**src/rtl/tx_status_pkg.sv**
```systemverilog
// Package: word width and bit positions of the transmit status word.
// Assumes: all users take bit positions from here only.
package tx_status_pkg;
    localparam int STAT_W  = 16;
    localparam int NPKT    = 7;   // per-packet flags, bits 0..6
    localparam int NFATAL  = 3;   // fatal flags, bits 7..9
    localparam int NMISC   = 3;   // rollover, rx overrun, overrun interrupt
    localparam int B_OK    = 0;
    localparam int B_COL1  = 1;
    localparam int B_COLN  = 2;
    localparam int B_MCAST = 3;
    localparam int B_BCAST = 4;
    localparam int B_DEFR  = 5;
    localparam int B_XDEF  = 6;
    localparam int B_LCAR  = 7;
    localparam int B_LCOL  = 8;
    localparam int B_UNRN  = 9;
    localparam int B_CROL  = 10;
    localparam int B_ROVR  = 11;
    localparam int B_LINK  = 12;
    localparam int B_TXEN  = 13;
endpackage

```
**src/rtl/tx_status_flag.sv**
```systemverilog
// Module: bank of W sticky flags, each with its own set and clear.
// Assumes: set and clear are single-cycle strobes; set beats clear.
module tx_status_flag #(
    parameter int W = 1
) (
    input  logic         clk,
    input  logic         rst_n,
    input  logic [W-1:0] set,
    input  logic [W-1:0] clr,
    output logic [W-1:0] q
);
    for (genvar i = 0; i < W; i++) begin : g_flag
        // Purpose: hold one flag, set has priority over clear.
        always_ff @(posedge clk) begin
            if (!rst_n)      q[i] <= 1'b0;
            else if (set[i]) q[i] <= 1'b1;
            else if (clr[i]) q[i] <= 1'b0;
        end
    end
endmodule

```
**src/rtl/tx_status_link_sync.sv**
```systemverilog
// Module: synchroniser for the active-low link pin, plus change detection.
// Assumes: the pin is asynchronous; resets to "link down" (pin high).
module tx_status_link_sync #(
    parameter int STAGES = 2
) (
    input  logic clk,
    input  logic rst_n,
    input  logic pin_n,
    output logic link_ok,
    output logic change
);
    localparam int LAST = STAGES - 1;
    logic [STAGES-1:0] sync_q;
    logic              prev_q;

    // Purpose: shift the pin through the synchronising flops.
    always_ff @(posedge clk) begin
        if (!rst_n) sync_q <= '1;
        else        sync_q <= {sync_q[STAGES-2:0], pin_n};
    end

    // Purpose: remember the last synchronised value for edge detection.
    always_ff @(posedge clk) begin
        if (!rst_n) prev_q <= 1'b1;
        else        prev_q <= sync_q[LAST];
    end

    assign link_ok = ~sync_q[LAST];
    assign change  = sync_q[LAST] ^ prev_q;
endmodule

```
**src/rtl/tx_status_snap.sv**
```systemverilog
// Module: captures the status word at packet completion.
// Assumes: capture is a single-cycle strobe already qualified by txen.
module tx_status_snap #(
    parameter int W = 16
) (
    input  logic         clk,
    input  logic         rst_n,
    input  logic         capture,
    input  logic [W-1:0] din,
    output logic [W-1:0] snap_word,
    output logic         snap_valid
);
    // Purpose: latch the word and flag it valid for one cycle.
    always_ff @(posedge clk) begin
        if (!rst_n) begin
            snap_word  <= '0;
            snap_valid <= 1'b0;
        end else begin
            snap_valid <= capture;
            if (capture) snap_word <= din;
        end
    end
endmodule

```
**src/rtl/tx_status_reg.sv**
```systemverilog
// Module: transmit status word of an Ethernet MAC.
// Groups the flags by clear rule, builds the live word, snapshots it at
// packet completion and requests transmit-enable off on fatal events.
// Assumes: all ev_* inputs are one-cycle strobes synchronous to clk.
module tx_status_reg
    import tx_status_pkg::*;
#(
    parameter int LINK_STAGES = 2
) (
    input  logic              clk,
    input  logic              rst_n,
    input  logic              txen,
    input  logic              txen_set,
    input  logic              pkt_done,
    input  logic              ev_tx_ok,
    input  logic              ev_single_col,
    input  logic              ev_multi_col,
    input  logic              ev_multicast,
    input  logic              ev_broadcast,
    input  logic              ev_deferred,
    input  logic              ev_exc_defer,
    input  logic              carr_mon_en,
    input  logic              ev_lost_carr,
    input  logic              ev_late_col,
    input  logic              ev_underrun,
    input  logic              ev_ctr_max,
    input  logic              ctr_read,
    input  logic              ev_rx_overrun,
    input  logic              rx_preamble,
    input  logic              ovr_int_clr,
    input  logic              link_n_pin,
    output logic [STAT_W-1:0] status,
    output logic [STAT_W-1:0] snap_word,
    output logic              snap_valid,
    output logic              txen_clr,
    output logic              link_irq,
    output logic              ovr_int
);
    logic [NPKT-1:0]   pkt_set, pkt_clr, pkt_q;
    logic [NFATAL-1:0] fat_set, fat_clr, fat_q;
    logic [NMISC-1:0]  misc_set, misc_clr, misc_q;
    logic              link_ok;

    // Purpose: per-packet strobes, gated by txen, cleared at completion.
    always_comb begin
        pkt_set = {ev_exc_defer, ev_deferred, ev_broadcast, ev_multicast,
                   ev_multi_col, ev_single_col, ev_tx_ok} & {NPKT{txen}};
        pkt_clr = {NPKT{txen & pkt_done}};
    end

    // Purpose: fatal strobes (lost carrier only when monitored), cleared on re-enable.
    always_comb begin
        fat_set = {ev_underrun, ev_late_col, ev_lost_carr & carr_mon_en} & {NFATAL{txen}};
        fat_clr = {NFATAL{txen_set}};
    end

    // Purpose: flags with their own clear strobes: interrupt, overrun, rollover.
    always_comb begin
        misc_set = {ev_rx_overrun, ev_rx_overrun, ev_ctr_max};
        misc_clr = {ovr_int_clr, rx_preamble, ctr_read};
    end

    tx_status_flag #(.W(NPKT)) u_pkt (
        .clk(clk), .rst_n(rst_n), .set(pkt_set), .clr(pkt_clr), .q(pkt_q));
    tx_status_flag #(.W(NFATAL)) u_fatal (
        .clk(clk), .rst_n(rst_n), .set(fat_set), .clr(fat_clr), .q(fat_q));
    tx_status_flag #(.W(NMISC)) u_misc (
        .clk(clk), .rst_n(rst_n), .set(misc_set), .clr(misc_clr), .q(misc_q));

    tx_status_link_sync #(.STAGES(LINK_STAGES)) u_link (
        .clk(clk), .rst_n(rst_n), .pin_n(link_n_pin),
        .link_ok(link_ok), .change(link_irq));

    // Purpose: assemble the live word; unused positions read zero.
    always_comb begin
        status                     = '0;
        status[B_XDEF:B_OK]        = pkt_q;
        status[B_UNRN:B_LCAR]      = fat_q;
        status[B_CROL]             = misc_q[0];
        status[B_ROVR]             = misc_q[1];
        status[B_LINK]             = link_ok;
        status[B_TXEN]             = txen;
    end

    assign ovr_int  = misc_q[2];
    assign txen_clr = |fat_set;

    tx_status_snap #(.W(STAT_W)) u_snap (
        .clk(clk), .rst_n(rst_n), .capture(txen & pkt_done), .din(status),
        .snap_word(snap_word), .snap_valid(snap_valid));
endmodule

```
**config.mk**
```make
export PLATFORM = sky130hd
export DESIGN_NAME = tx_status_reg
export DESIGN_NICKNAME = d
export VERILOG_FILES = /design/src/rtl/tx_status_pkg.sv /design/src/rtl/tx_status_flag.sv /design/src/rtl/tx_status_link_sync.sv /design/src/rtl/tx_status_snap.sv /design/src/rtl/tx_status_reg.sv
export SDC_FILE = /design/constraint.sdc
export NUM_CORES = 1
export LEC_CHECK = 0
export ABC_AREA = 1
export BUFFER_PORTS_ARGS = -buffer_cell sky130_fd_sc_hd__buf_2
export CAP_MARGIN = 20
export CELL_PAD_IN_SITES_DETAIL_PLACEMENT = 1
export CELL_PAD_IN_SITES_GLOBAL_PLACEMENT = 1
export CORE_AREA = 2 2 76 56
export CTS_BUF_LIST = sky130_fd_sc_hd__clkbuf_16
export DETAILED_ROUTE_END_ITERATION = 10
export DIE_AREA = 0 0 78 58
export GPL_TIMING_DRIVEN = 1
export PLACE_DENSITY_LB_ADDON = 0.05
export SLEW_MARGIN = 10
export SYNTH_ARGS = -nofsm -noshare
export SYNTH_HDL_FRONTEND = slang
export SYNTH_SLANG_ARGS = --single-unit
export TNS_END_PERCENT = 10
```
**constraint.sdc**
```tcl
create_clock -name clk -period 1.85 [get_ports clk]
set_input_delay 0.185 -clock clk [delete_from_list [all_inputs] [get_ports clk]]
set_output_delay 0.185 -clock clk [all_outputs]
set_load 0.1 [all_outputs]
```
==> qor.yml <==
htree_levels: 2
fmax_ghz: 0.709
met2_wirelength_mm: 1.30
fin_tns_setup_ns: 0
ys_top_cells_by_area: "dfxtp_1 52%, nand2_1 15%, nor2_1 9.5%, inv_1 6.0%, a21oi_1 5.5%"
clk_latency_ns: 0.27
endpoint_kind: "primary output"
grt_pass1_wl_mm: 4.71
worst_setup_path_start_kind: "flop"
yosysSeqAreaShare_pct: 52.2
synth_compound_area_share_pct: 5.47
routed_via_density: 4.28
wl_met1_mm: 1.33
rows: 19
clock_power_share_pct: 37.3
via_count: 1134
yosys.area_share.adder_pct: 0
final_cell_mix: "53 x buf_2, 47 x nand2_1, 31 x dfxtp_1, 30 x nor2_1, 20 x inv_1"
synth-simple-area-share_pct: 27.2
crit_required_ns: 1.66
synth_xor_area_share_pct: 0.737
wl_mm: 2.86
critPathMaxFanout: 3
hp-class: "in -> reg"
coreArea_sq_um: 3800
ctsLongestPathBuffers: 2
ys_types: 14
drive_gt1_share_pct: 29.6
layout_worst_path_cycle_share_pct: 76.2
postSynthCellCount: 161
synth-seq-cells: 31
p_comb_share_pct: 25.5
whs_ns: 0.103
clkSinkCount: 31
status: "finished clean"
path_cells: "xor2_2 > buf_2"
dieWidth_um: 78
finalClockSkew_ns: 0.00113
period_minus_slack_ns: 1.41
netlist.area_leader.share_pct: 52.2
fillers: 521
regArea_sq_um: 621
grt_pass1_vias: 1056
ctsResizeCount: 0
dp_hpwl_mm: 2.12
final_util_pct: 41.6
slowest_stage: "buf_2"
synth_top_family_by_area: "simple AND/OR/NAND/NOR gates"
highest_layer: "met4"
yosys_warnings: 0
crit_type: "reg -> out"
rsz0062_at_grt: "no"
setup_viol_count_final: 0
power_density_nw_per_um2: 1250
post-cts-setup-buffer-count: 0
postRouteAntennaNets: 0
die_h_um: 58
die_area_sq_um: 4520
peakVddDrop_mv: 0.497
slew_headroom_pct: 60.0
dr.pass1.iters: 4
grt_util_all_layers_pct: 13.7
clkTransAtPathRegs_ns: 0.05
synth_mux_area_share_pct: 0
synth.avg_cell_area_sq_um: 7.38
maxCapViolCount: 0
wire_per_inst_um: 10.8
place.gp.congestion: 0.687
power_frac_seq_pct: 37.2
finalMaxSlewViolations: 0
tightest_slew_ns: 0.598
cts_root_buf: "clkbuf_16"
nets: 234
holdBufCountCts: 0
drt_iter0_drc: 14
hold_violations: 0
p_leak_nw: 0.886
netlist_area_sq_um: 1190
antenna_found_initial: 0
cts_tree: "yes"
routed-wl-met3_um: 184
final_common_cell: "buf_2"
grt_overflow: 0
cts_buffers: 5
p_sw_mw: 0.706
yosysTopAreaCell: "dfxtp_1"
num_antenna_cells: 0
p_int_mw: 1.27
start_util_pct: 31.3
pin_count: 58
p_sw_share_pct: 35.8
critPathArrivalTime_ns: 1.23
cpPeakStageDelay_ns: 0.43
grt_max_degree: 34
multi_input_area_sq_um: 419
area_growth_pct: 33.1
numPortBuffers: 53
drc: 0
==> worst max-delay path: cells and delay by family, from the launching register on <==
family	cells	cell delay [ns]
flops	1	0.40
xor+xnor	1	0.13
buf+inv	1	0.43
==> layer usage <==
| metal | GRT usage (%) | vias to the layer above |
|---|---|---|
| met5 | 0 | - |
| met4 | 5.26 | 0 |
| met3 | 4.98 | 7 |
| met2 | 22.2 | 39 |
| met1 | 16.8 | 521 |
| li1 | - | 567 |
==> power groups by stage <==
stage	clock (mW)	sequential (mW)	combinational (mW)
CTS	0.764	0.733	0.508
global placement	0	0.745	0.501
detailed placement	0	0.746	0.508
floorplan	0	1.01	0.171
finish	0.736	0.733	0.504
global route	0.791	0.739	0.528
==> logic make-up (layout without fill, tap and decap cells) <==
logic type      Yosys count  count (layout)
flops                    31              31
other cells               1               4
buf+inv                  32              81
xor+xnor                  1               1
compound gates           13              13
simple gates             83              83
==> state kept, by name, summed over array words and instances (netlist names) <==
register,flops
u_fatal.q,3
u_link.prev_q,1
u_link.sync_q,2
u_misc.q,3
u_pkt.q,7
u_snap.snap_valid,1
u_snap.snap_word,14
==> final timing paths <==
check / cells past startpoint / to / startpoint / slack (ns)
max: 2 / link_irq / u_link.sync_q[1] / 0.44
min: 2 / u_link.sync_q[0] / link_n_pin / 0.10
max reg2reg: 3 / u_snap.snap_word[12] / u_link.sync_q[1] / 1.13
min reg2reg: 1 / u_link.sync_q[1] / u_link.sync_q[0] / 0.41
==> metrics by stage <==
step | setup WS [ns] | power (mW) | cell area (sq um) | instances
after global placement | 0.600 | 1.25 | 1450 | 257
final | 0.440 | 1.97 | 1580 | 265
after detailed placement | 0.549 | 1.25 | 1450 | 257
after CTS | 0.417 | 2.01 | 1580 | 265
after floorplan | 0.408 | 1.18 | 1210 | 164
after global routing | 0.398 | 2.06 | 1580 | 265
==> Yosys cell counts <==
library cell	count
dfxtp_1	31
nor2_1	30
buf_4	8
inv_2	1
nand2_2	1
conb_1	1
or2_2	2
nand3_1	3
a21oi_1	13
buf_2	2
nand2_1	47
buf_6	2
xor2_1	1
inv_1	19
==> cell type report <==
cell class	count	share of cell area (%)
Clock buffer	5	7.91
Inverter	20	4.75
Timing Repair Buffer	53	16.8
Tap cell	52	4.11
Sequential cell	31	39.2
Multi-Input combinational cell	101	26.5
Clock inverter	3	0.712
Power figures use the tool's default switching activity.
